$ cat config.mk
export PLATFORM = sky130hd
export DESIGN_NAME = ps2_char_accum
export DESIGN_NICKNAME = d
export VERILOG_FILES = /design/src/rtl/ps2acc_pkg.sv /design/src/rtl/scan_xlate.sv /design/src/rtl/msg_packer.sv /design/src/rtl/ps2_char_accum.sv
export SDC_FILE = /design/constraint.sdc
export NUM_CORES = 1
export LEC_CHECK = 0
export BUFFER_PORTS_ARGS = -buffer_cell sky130_fd_sc_hd__buf_2
export CELL_PAD_IN_SITES_DETAIL_PLACEMENT = 0
export CELL_PAD_IN_SITES_GLOBAL_PLACEMENT = 1
export CORE_ASPECT_RATIO = 2
export CORE_MARGIN = 2
export CORE_UTILIZATION = 34
export CTS_CLUSTER_DIAMETER = 40
export DETAILED_ROUTE_END_ITERATION = 8
export PLACE_DENSITY = 0.77
export SYNTH_ARGS = -nofsm -noshare
export SYNTH_HDL_FRONTEND = slang
export SYNTH_SLANG_ARGS = --single-unit
$ cat constraint.sdc
create_clock -name clk_i -period 2.12 [get_ports clk_i]
set_input_delay 0.424 -clock clk_i [delete_from_list [all_inputs] [get_ports clk_i]]
set_output_delay 0.424 -clock clk_i [all_outputs]
set_load 0.01 [all_outputs]
$ cat src/rtl/ps2acc_pkg.sv
package ps2acc_pkg;

    localparam int CHAR_W  = 8;
    localparam int N_CHARS = 16;

    localparam logic [7:0] SC_BREAK  = 8'hF0;
    localparam logic [7:0] SC_EXT    = 8'hE0;
    localparam logic [7:0] SC_LSHIFT = 8'h12;
    localparam logic [7:0] SC_RSHIFT = 8'h59;
    localparam logic [7:0] SC_CAPS   = 8'h58;

    typedef enum logic [1:0] {
        ST_IDLE   = 2'd0,
        ST_FETCH  = 2'd1,
        ST_DECODE = 2'd2,
        ST_EMIT   = 2'd3
    } fsm_e;

    typedef struct packed {
        fsm_e        state;
        logic [7:0]  code;
        logic        brk;
        logic        ext;
        logic        shift;
        logic        caps;
        logic [7:0]  ch;
        logic        ch_ok;
    } ctl_t;

endpackage

$ cat src/rtl/scan_xlate.sv
module scan_xlate (
    input  logic [7:0] code_i,
    input  logic       ext_i,
    input  logic       shift_i,
    input  logic       caps_i,
    output logic [7:0] ch_o,
    output logic       ok_o
);
    logic [7:0] letter;
    logic [7:0] plain;
    logic [7:0] shifted;
    logic       is_letter;
    logic       is_other;

    // letters: upper-case code, case chosen below
    always_comb begin
        is_letter = 1'b1;
        case (code_i)
            8'h1C: letter = 8'h41;  8'h32: letter = 8'h42;  8'h21: letter = 8'h43;
            8'h23: letter = 8'h44;  8'h24: letter = 8'h45;  8'h2B: letter = 8'h46;
            8'h34: letter = 8'h47;  8'h33: letter = 8'h48;  8'h43: letter = 8'h49;
            8'h3B: letter = 8'h4A;  8'h42: letter = 8'h4B;  8'h4B: letter = 8'h4C;
            8'h3A: letter = 8'h4D;  8'h31: letter = 8'h4E;  8'h44: letter = 8'h4F;
            8'h4D: letter = 8'h50;  8'h15: letter = 8'h51;  8'h2D: letter = 8'h52;
            8'h1B: letter = 8'h53;  8'h2C: letter = 8'h54;  8'h3C: letter = 8'h55;
            8'h2A: letter = 8'h56;  8'h1D: letter = 8'h57;  8'h22: letter = 8'h58;
            8'h35: letter = 8'h59;  8'h1A: letter = 8'h5A;
            default: begin letter = 8'h00; is_letter = 1'b0; end
        endcase
    end

    // digits, symbols and control keys (non-extended)
    always_comb begin
        is_other = 1'b1;
        shifted  = 8'h00;
        case (code_i)
            8'h45: begin plain = 8'h30; shifted = 8'h29; end
            8'h16: begin plain = 8'h31; shifted = 8'h21; end
            8'h1E: begin plain = 8'h32; shifted = 8'h40; end
            8'h26: begin plain = 8'h33; shifted = 8'h23; end
            8'h25: begin plain = 8'h34; shifted = 8'h24; end
            8'h2E: begin plain = 8'h35; shifted = 8'h25; end
            8'h36: begin plain = 8'h36; shifted = 8'h5E; end
            8'h3D: begin plain = 8'h37; shifted = 8'h26; end
            8'h3E: begin plain = 8'h38; shifted = 8'h2A; end
            8'h46: begin plain = 8'h39; shifted = 8'h28; end
            8'h29: begin plain = 8'h20; shifted = 8'h20; end
            8'h66: begin plain = 8'h08; shifted = 8'h08; end
            8'h0D: begin plain = 8'h09; shifted = 8'h09; end
            8'h5A: begin plain = 8'h0D; shifted = 8'h0D; end
            8'h76: begin plain = 8'h1B; shifted = 8'h1B; end
            8'h71: begin plain = 8'h2E; shifted = 8'h2E; end
            default: begin plain = 8'h00; is_other = 1'b0; end
        endcase
    end

    always_comb begin
        ch_o = 8'h00;
        ok_o = 1'b0;
        if (ext_i) begin
            if (code_i == 8'h71) begin
                ch_o = 8'h7F;
                ok_o = 1'b1;
            end
        end else if (is_letter) begin
            ch_o = (shift_i ^ caps_i) ? letter : (letter | 8'h20);
            ok_o = 1'b1;
        end else if (is_other) begin
            ch_o = shift_i ? shifted : plain;
            ok_o = 1'b1;
        end
    end

endmodule

$ cat src/rtl/msg_packer.sv
module msg_packer #(
    parameter int N_CHARS = 16,
    parameter int CHAR_W  = 8
) (
    input  logic                       clk_i,
    input  logic                       rst_i,
    input  logic                       wr_i,
    input  logic [CHAR_W-1:0]          ch_i,
    output logic [N_CHARS*CHAR_W-1:0]  msg_o,
    output logic                       done_o
);
    localparam int CNT_W = (N_CHARS > 1) ? $clog2(N_CHARS) : 1;
    localparam logic [CNT_W-1:0] LAST = CNT_W'(N_CHARS - 1);

    typedef struct packed {
        logic [CNT_W-1:0] cnt;
        logic             done;
    } pos_t;

    pos_t pos_d, pos_q;
    logic [N_CHARS*CHAR_W-1:0] msg_d, msg_q;

    always_comb begin
        pos_d = pos_q;
        msg_d = msg_q;
        if (wr_i && !pos_q.done) begin
            msg_d[pos_q.cnt*CHAR_W +: CHAR_W] = ch_i;
            if (pos_q.cnt == LAST) pos_d.done = 1'b1;
            else                   pos_d.cnt  = pos_q.cnt + 1'b1;
        end
    end

    always_ff @(posedge clk_i) begin
        if (rst_i) pos_q <= '0;
        else       pos_q <= pos_d;
    end

    // message bytes are deliberately kept across reset
    always_ff @(posedge clk_i) begin
        msg_q <= msg_d;
    end

    assign msg_o  = msg_q;
    assign done_o = pos_q.done;

    p_done_sticky_r6: assert property (@(posedge clk_i) disable iff (rst_i)
        pos_q.done |=> pos_q.done);
    p_msg_frozen_r6: assert property (@(posedge clk_i) disable iff (rst_i)
        pos_q.done |=> $stable(msg_q));
    p_no_write_after_done_r6: assert property (@(posedge clk_i) disable iff (rst_i)
        wr_i |-> !pos_q.done);
    p_idle_keeps_msg_r7: assert property (@(posedge clk_i)
        !wr_i |=> $stable(msg_q));

endmodule

$ cat src/rtl/ps2_char_accum.sv
module ps2_char_accum
    import ps2acc_pkg::*;
(
    input  logic         clk_i,
    input  logic         rst_i,
    input  logic [7:0]   scan_i,
    input  logic         scan_vld_i,
    output logic [127:0] msg_o,
    output logic         done_o
);
    ctl_t       c_d, c_q;
    logic [7:0] x_ch;
    logic       x_ok;
    logic       wr;
    logic       is_shift_key;

    scan_xlate i_xlate (
        .code_i  (c_q.code),
        .ext_i   (c_q.ext),
        .shift_i (c_q.shift),
        .caps_i  (c_q.caps),
        .ch_o    (x_ch),
        .ok_o    (x_ok)
    );

    assign is_shift_key = (c_q.code == SC_LSHIFT) || (c_q.code == SC_RSHIFT);

    always_comb begin
        c_d = c_q;
        wr  = 1'b0;
        case (c_q.state)
            ST_IDLE: begin
                if (scan_vld_i) begin
                    c_d.code  = scan_i;
                    c_d.state = ST_FETCH;
                end
            end
            ST_FETCH: begin
                if (c_q.code == SC_BREAK) begin
                    c_d.brk   = 1'b1;
                    c_d.state = ST_IDLE;
                end else if (c_q.code == SC_EXT) begin
                    c_d.ext   = 1'b1;
                    c_d.state = ST_IDLE;
                end else begin
                    c_d.state = ST_DECODE;
                end
            end
            ST_DECODE: begin
                c_d.ch_ok = 1'b0;
                c_d.ch    = x_ch;
                if (c_q.brk) begin
                    if (!c_q.ext && is_shift_key) c_d.shift = 1'b0;
                end else if (!c_q.ext && is_shift_key) begin
                    c_d.shift = 1'b1;
                end else if (!c_q.ext && c_q.code == SC_CAPS) begin
                    c_d.caps = ~c_q.caps;
                end else begin
                    c_d.ch_ok = x_ok;
                end
                c_d.state = ST_EMIT;
            end
            default: begin
                wr        = c_q.ch_ok;
                c_d.brk   = 1'b0;
                c_d.ext   = 1'b0;
                c_d.ch_ok = 1'b0;
                c_d.state = ST_IDLE;
            end
        endcase
    end

    always_ff @(posedge clk_i) begin
        if (rst_i) c_q <= '0;
        else       c_q <= c_d;
    end

    msg_packer #(.N_CHARS(N_CHARS), .CHAR_W(CHAR_W)) i_packer (
        .clk_i  (clk_i),
        .rst_i  (rst_i),
        .wr_i   (wr && !done_o),
        .ch_i   (c_q.ch),
        .msg_o  (msg_o),
        .done_o (done_o)
    );

    p_fetch_next_r1: assert property (@(posedge clk_i) disable iff (rst_i)
        c_q.state == ST_FETCH |=> (c_q.state == ST_IDLE || c_q.state == ST_DECODE));
    p_decode_next_r1: assert property (@(posedge clk_i) disable iff (rst_i)
        c_q.state == ST_DECODE |=> c_q.state == ST_EMIT);
    p_emit_next_r1: assert property (@(posedge clk_i) disable iff (rst_i)
        c_q.state == ST_EMIT |=> c_q.state == ST_IDLE);
    p_caps_only_decode_r10: assert property (@(posedge clk_i) disable iff (rst_i)
        c_q.state != ST_DECODE |=> $stable(c_q.caps));
    p_shift_only_decode_r8: assert property (@(posedge clk_i) disable iff (rst_i)
        c_q.state != ST_DECODE |=> $stable(c_q.shift));
    p_prefix_cleared_r9: assert property (@(posedge clk_i) disable iff (rst_i)
        c_q.state == ST_EMIT |=> (!c_q.ext && !c_q.brk));

endmodule

==> impl_metrics.csv <==
group,metric,value,unit
setup_path,crit_buf_inv,1,
synthesis,synth_top_area_cell,"edfxtp_1",
placement,place_area,0.008292,mm²
cts,insertion_delay,0.43,ns
floorplan,start_util,34.61,%
cts,cts_root_buffer,"clkbuf_16",
cts,numCtsBuffers,17,
setup_path,crit_slowest_cell,"dfxtp_1",
setup_path,worst-path-max-fanout,6,
global_routing,grt.total_usage,19.38,%
sta,hold_slack,0.2160,ns
setup_path,critPathLaunchType,"flip-flop",
cts,cts_buffer_depth,2,
power_and_ir_drop,power_leakage,0.003418,µW
placement,portBuffers,123,
setup_path,crit_family,"compound AO/OA/AOI/OAI gates",
floorplan,row_count,72,
sta,finalSetupViolCount,0,
detailed_routing,vias,5520,
setup_path,path_class,"reg2reg",
synthesis,syn_area_per_cell,10.67,µm²
floorplan,coreArea,0.01928,mm²
cts,cts_tree,"built",
detailed_routing,drt-pass1-iter-count,5,
detailed_routing,wl,19780,µm
setup_path,end_kind,"flip-flop",
cells_and_area,area_delta_synth_final,35.03,%
synthesis,synth_top_area_share,50.41,%
floorplan,die_h,202.1,µm
detailed_routing,drt_iter0_markers,269,
detailed_routing,ant_nets,0,
power_and_ir_drop,max-vdd-ir-drop,0.0004522,V
status,status,"finished, final reports clean",
placement,dp_hpwl,15570,µm
global_routing,grt_overflow_total,0,
cells_and_area,fillCellCount,1894,
placement,gp_congestion,0.9306,
sta,max_freq,475.9,MHz
synthesis,synth.distinct_cells,69,
global_routing,grt_start_max_net_pins,23,
synthesis,synth_most_common_cell,"nor2_1",
worst_hold_path,hp-class,"in2reg",
setup_path,path_cells,"buf_4, and4bb_2, a41oi_1, nand2_1, a2111oi_0, a31oi_1",
floorplan,io_pins,140,
sta,finalCriticalPeriod,2.101,ns
synthesis,synth-warning-count,0,
detailed_routing,avgRoutedWirePerCell,17.80,µm
sta,rsz0062_at_grt,"false",
synthesis,ys.flop_type,"edfxtp_1",
cts,clkSinkCount,139,
cts,clkTransAtPathRegs,0.07,ns
setup_path,worstPathRequired,2.42,ns
cells_and_area,diodes,0,
synthesis,synth-seq-cells,139,
global_routing,grt_pass1_wl,29540,µm
detailed_routing,drc,0,
synthesis,synth_seq_area_share,58.51,%
synthesis,async_flop_share,0,%
sta,timing.final.crit_share,99.11,%
synthesis,synthTopCellsByCount,"nor2_1 (129), edfxtp_1 (112), nand2_1 (51)",
sta,hold_viol,0,
cts,cts_max_level,4,
synthesis,postSynthCellCount,625,
power_and_ir_drop,pwr_density_cell,745.2,mW/mm²
global_routing,antenna_found_initial,0,
cells_and_area,fin_nets,853,
synthesis,synth_area_leaders,"edfxtp_1 (50%), dfxtp_1 (8.1%), nor2_1 (7.3%), nand2_1 (2.9%), and2_1 (2.7%)",
cells_and_area,fin_area,0.009009,mm²
setup_path,arrival,2.40,ns
cts,hold_buffers,0,
sta,relSlewSlack,65.93,%
setup_path,cp_slowest_stage_delay,0.45,ns
job,maxCapViolCount,0,
sta,tightest_slew,0.5103,ns
synthesis,netlist_area,0.006671,mm²
cells_and_area,finish.utilization,46.73,%
sta,slew_violations,0,
floorplan,dieArea,0.02083,mm²
floorplan,die_w,103.1,µm
synthesis,synth-edff-count,112,
sta,skew,0.01113,ns
detailed_routing,routed_via_density,4.968,
cells_and_area,layout-drive-gt1-share,36.74,%
global_routing,grt_pass1_vias,5544,
## cell usage in the layout (no fill, tap or decap), types with 3 or more instances in the layout
master / synthesis / layout
buf_4: 20 / 112
inv_1: 5 / 5
ha_1: 3 / 3
edfxtp_1: 112 / 112
buf_12: 0 / 4
a41oi_1: 3 / 3
nor4_1: 6 / 6
clkinv_1: 0 / 3
buf_2: 18 / 123
and4bb_2: 3 / 3
o22ai_1: 5 / 5
nor2_4: 0 / 6
nor2b_2: 0 / 3
xnor2_1: 6 / 6
and3_1: 14 / 14
bufinv_16: 0 / 5
nand4_1: 8 / 8
a21oi_1: 17 / 17
nor2_2: 2 / 6
a211oi_1: 3 / 3
o21ai_1: 7 / 7
and2_1: 29 / 29
mux2i_1: 9 / 9
a31oi_1: 9 / 9
nand2_1: 51 / 49
nor2b_1: 16 / 13
nand2b_1: 8 / 8
o21ai_0: 12 / 12
or3_1: 4 / 3
conb_1: 1 / 16
dfxtp_1: 27 / 23
dfxtp_2: 0 / 4
nand3_1: 16 / 15
nor2_1: 129 / 119
nor3_1: 9 / 7
nor3b_1: 6 / 6
clkbuf_16: 0 / 17
## per-stage QoR
stage / TNS, ns / std cells / total power (µW) / worst slack (ns)
2_1_floorplan: -1.697 / 640 / 3304 / -0.07248
3_3_place_gp: 0 / 1078 / 3511 / 0.004681
3_5_place_dp: -0.1534 / 1078 / 3512 / -0.01121
4_1_cts: -0.007714 / 1110 / 6744 / -0.001856
5_1_grt: 0 / 1111 / 6893 / 0.001888
6_report: 0 / 1111 / 6713 / 0.01887
## routing by layer
| metal | part of all wire (%) | vias to the layer above | GRT usage (%) |
|---|---|---|---|
| li1 | - | 2624 | - |
| met2 | 58 | 225 | 37.69 |
| met5 | 0 | - | 0 |
| met3 | 4.5 | 75 | 3.942 |
| met1 | 31 | 2596 | 15.83 |
| met4 | 6.7 | 0 | 14.29 |
## state kept, by name (all words and copies together) (netlist names)
register and flops:
c_q 22, i_packer.done_o 1, i_packer.msg_o 112, i_packer.pos_q 4
## repair_timing
item	4_1_cts	5_1_grt
setup endpoints to repair	35	74
setup buffers	0	1
resized for setup	4	15
pin swaps	0	3
hold endpoints to repair	0	0
## logic make-up after synthesis
kind of cell             Yosys count  share of synthesized area [%]
AND/OR/NAND/NOR                  317                          24.53
adder cells (fa/ha/maj)            3                         0.5627
other                              1                        0.05621
AO/OA/AOI/OAI                     81                          8.196
buffers and inverters             65                          5.401
flip-flops                       139                          58.51
multiplexers                      11                          1.688
XOR/XNOR                           8                          1.050
## layout make-up
cell class / instances / area, µm² / area share [%]
clock buffers: 17 / 425.4 / 4.722
clock inverters: 15 / 220.2 / 2.444
inverters: 5 / 18.77 / 0.2083
multi-input cells: 436 / 2564 / 28.46
flip-flops and latches: 139 / 3909 / 43.39
well taps: 259 / 324.1 / 3.597
repair buffers: 240 / 1548 / 17.18
## power by group
part           switching, µW  leakage (µW)  internal (µW)  total, µW
Combinational            257       0.00186            221        478
Clock                   1160      0.000312           2090       3250
Sequential              54.2       0.00124           2930       2990
## worst min-delay path: stages
cell	delay [ns]
buf_2	0.07
a21oi_1	0.05
nor2_1	0.07
## worst paths after layout
kind / start / depth (start not counted) / to / slack [ns]
worst max-delay path: c_q[16] / 6 / c_q[4] / 0.02
worst min-delay path: scan_i[4] / 3 / c_q[17] / 0.22
worst max register to register: c_q[16] / 6 / c_q[4] / 0.02
worst min register to register: i_packer.pos_q[2] / 2 / i_packer.pos_q[2] / 0.48
(Power assumes the default switching activity.)
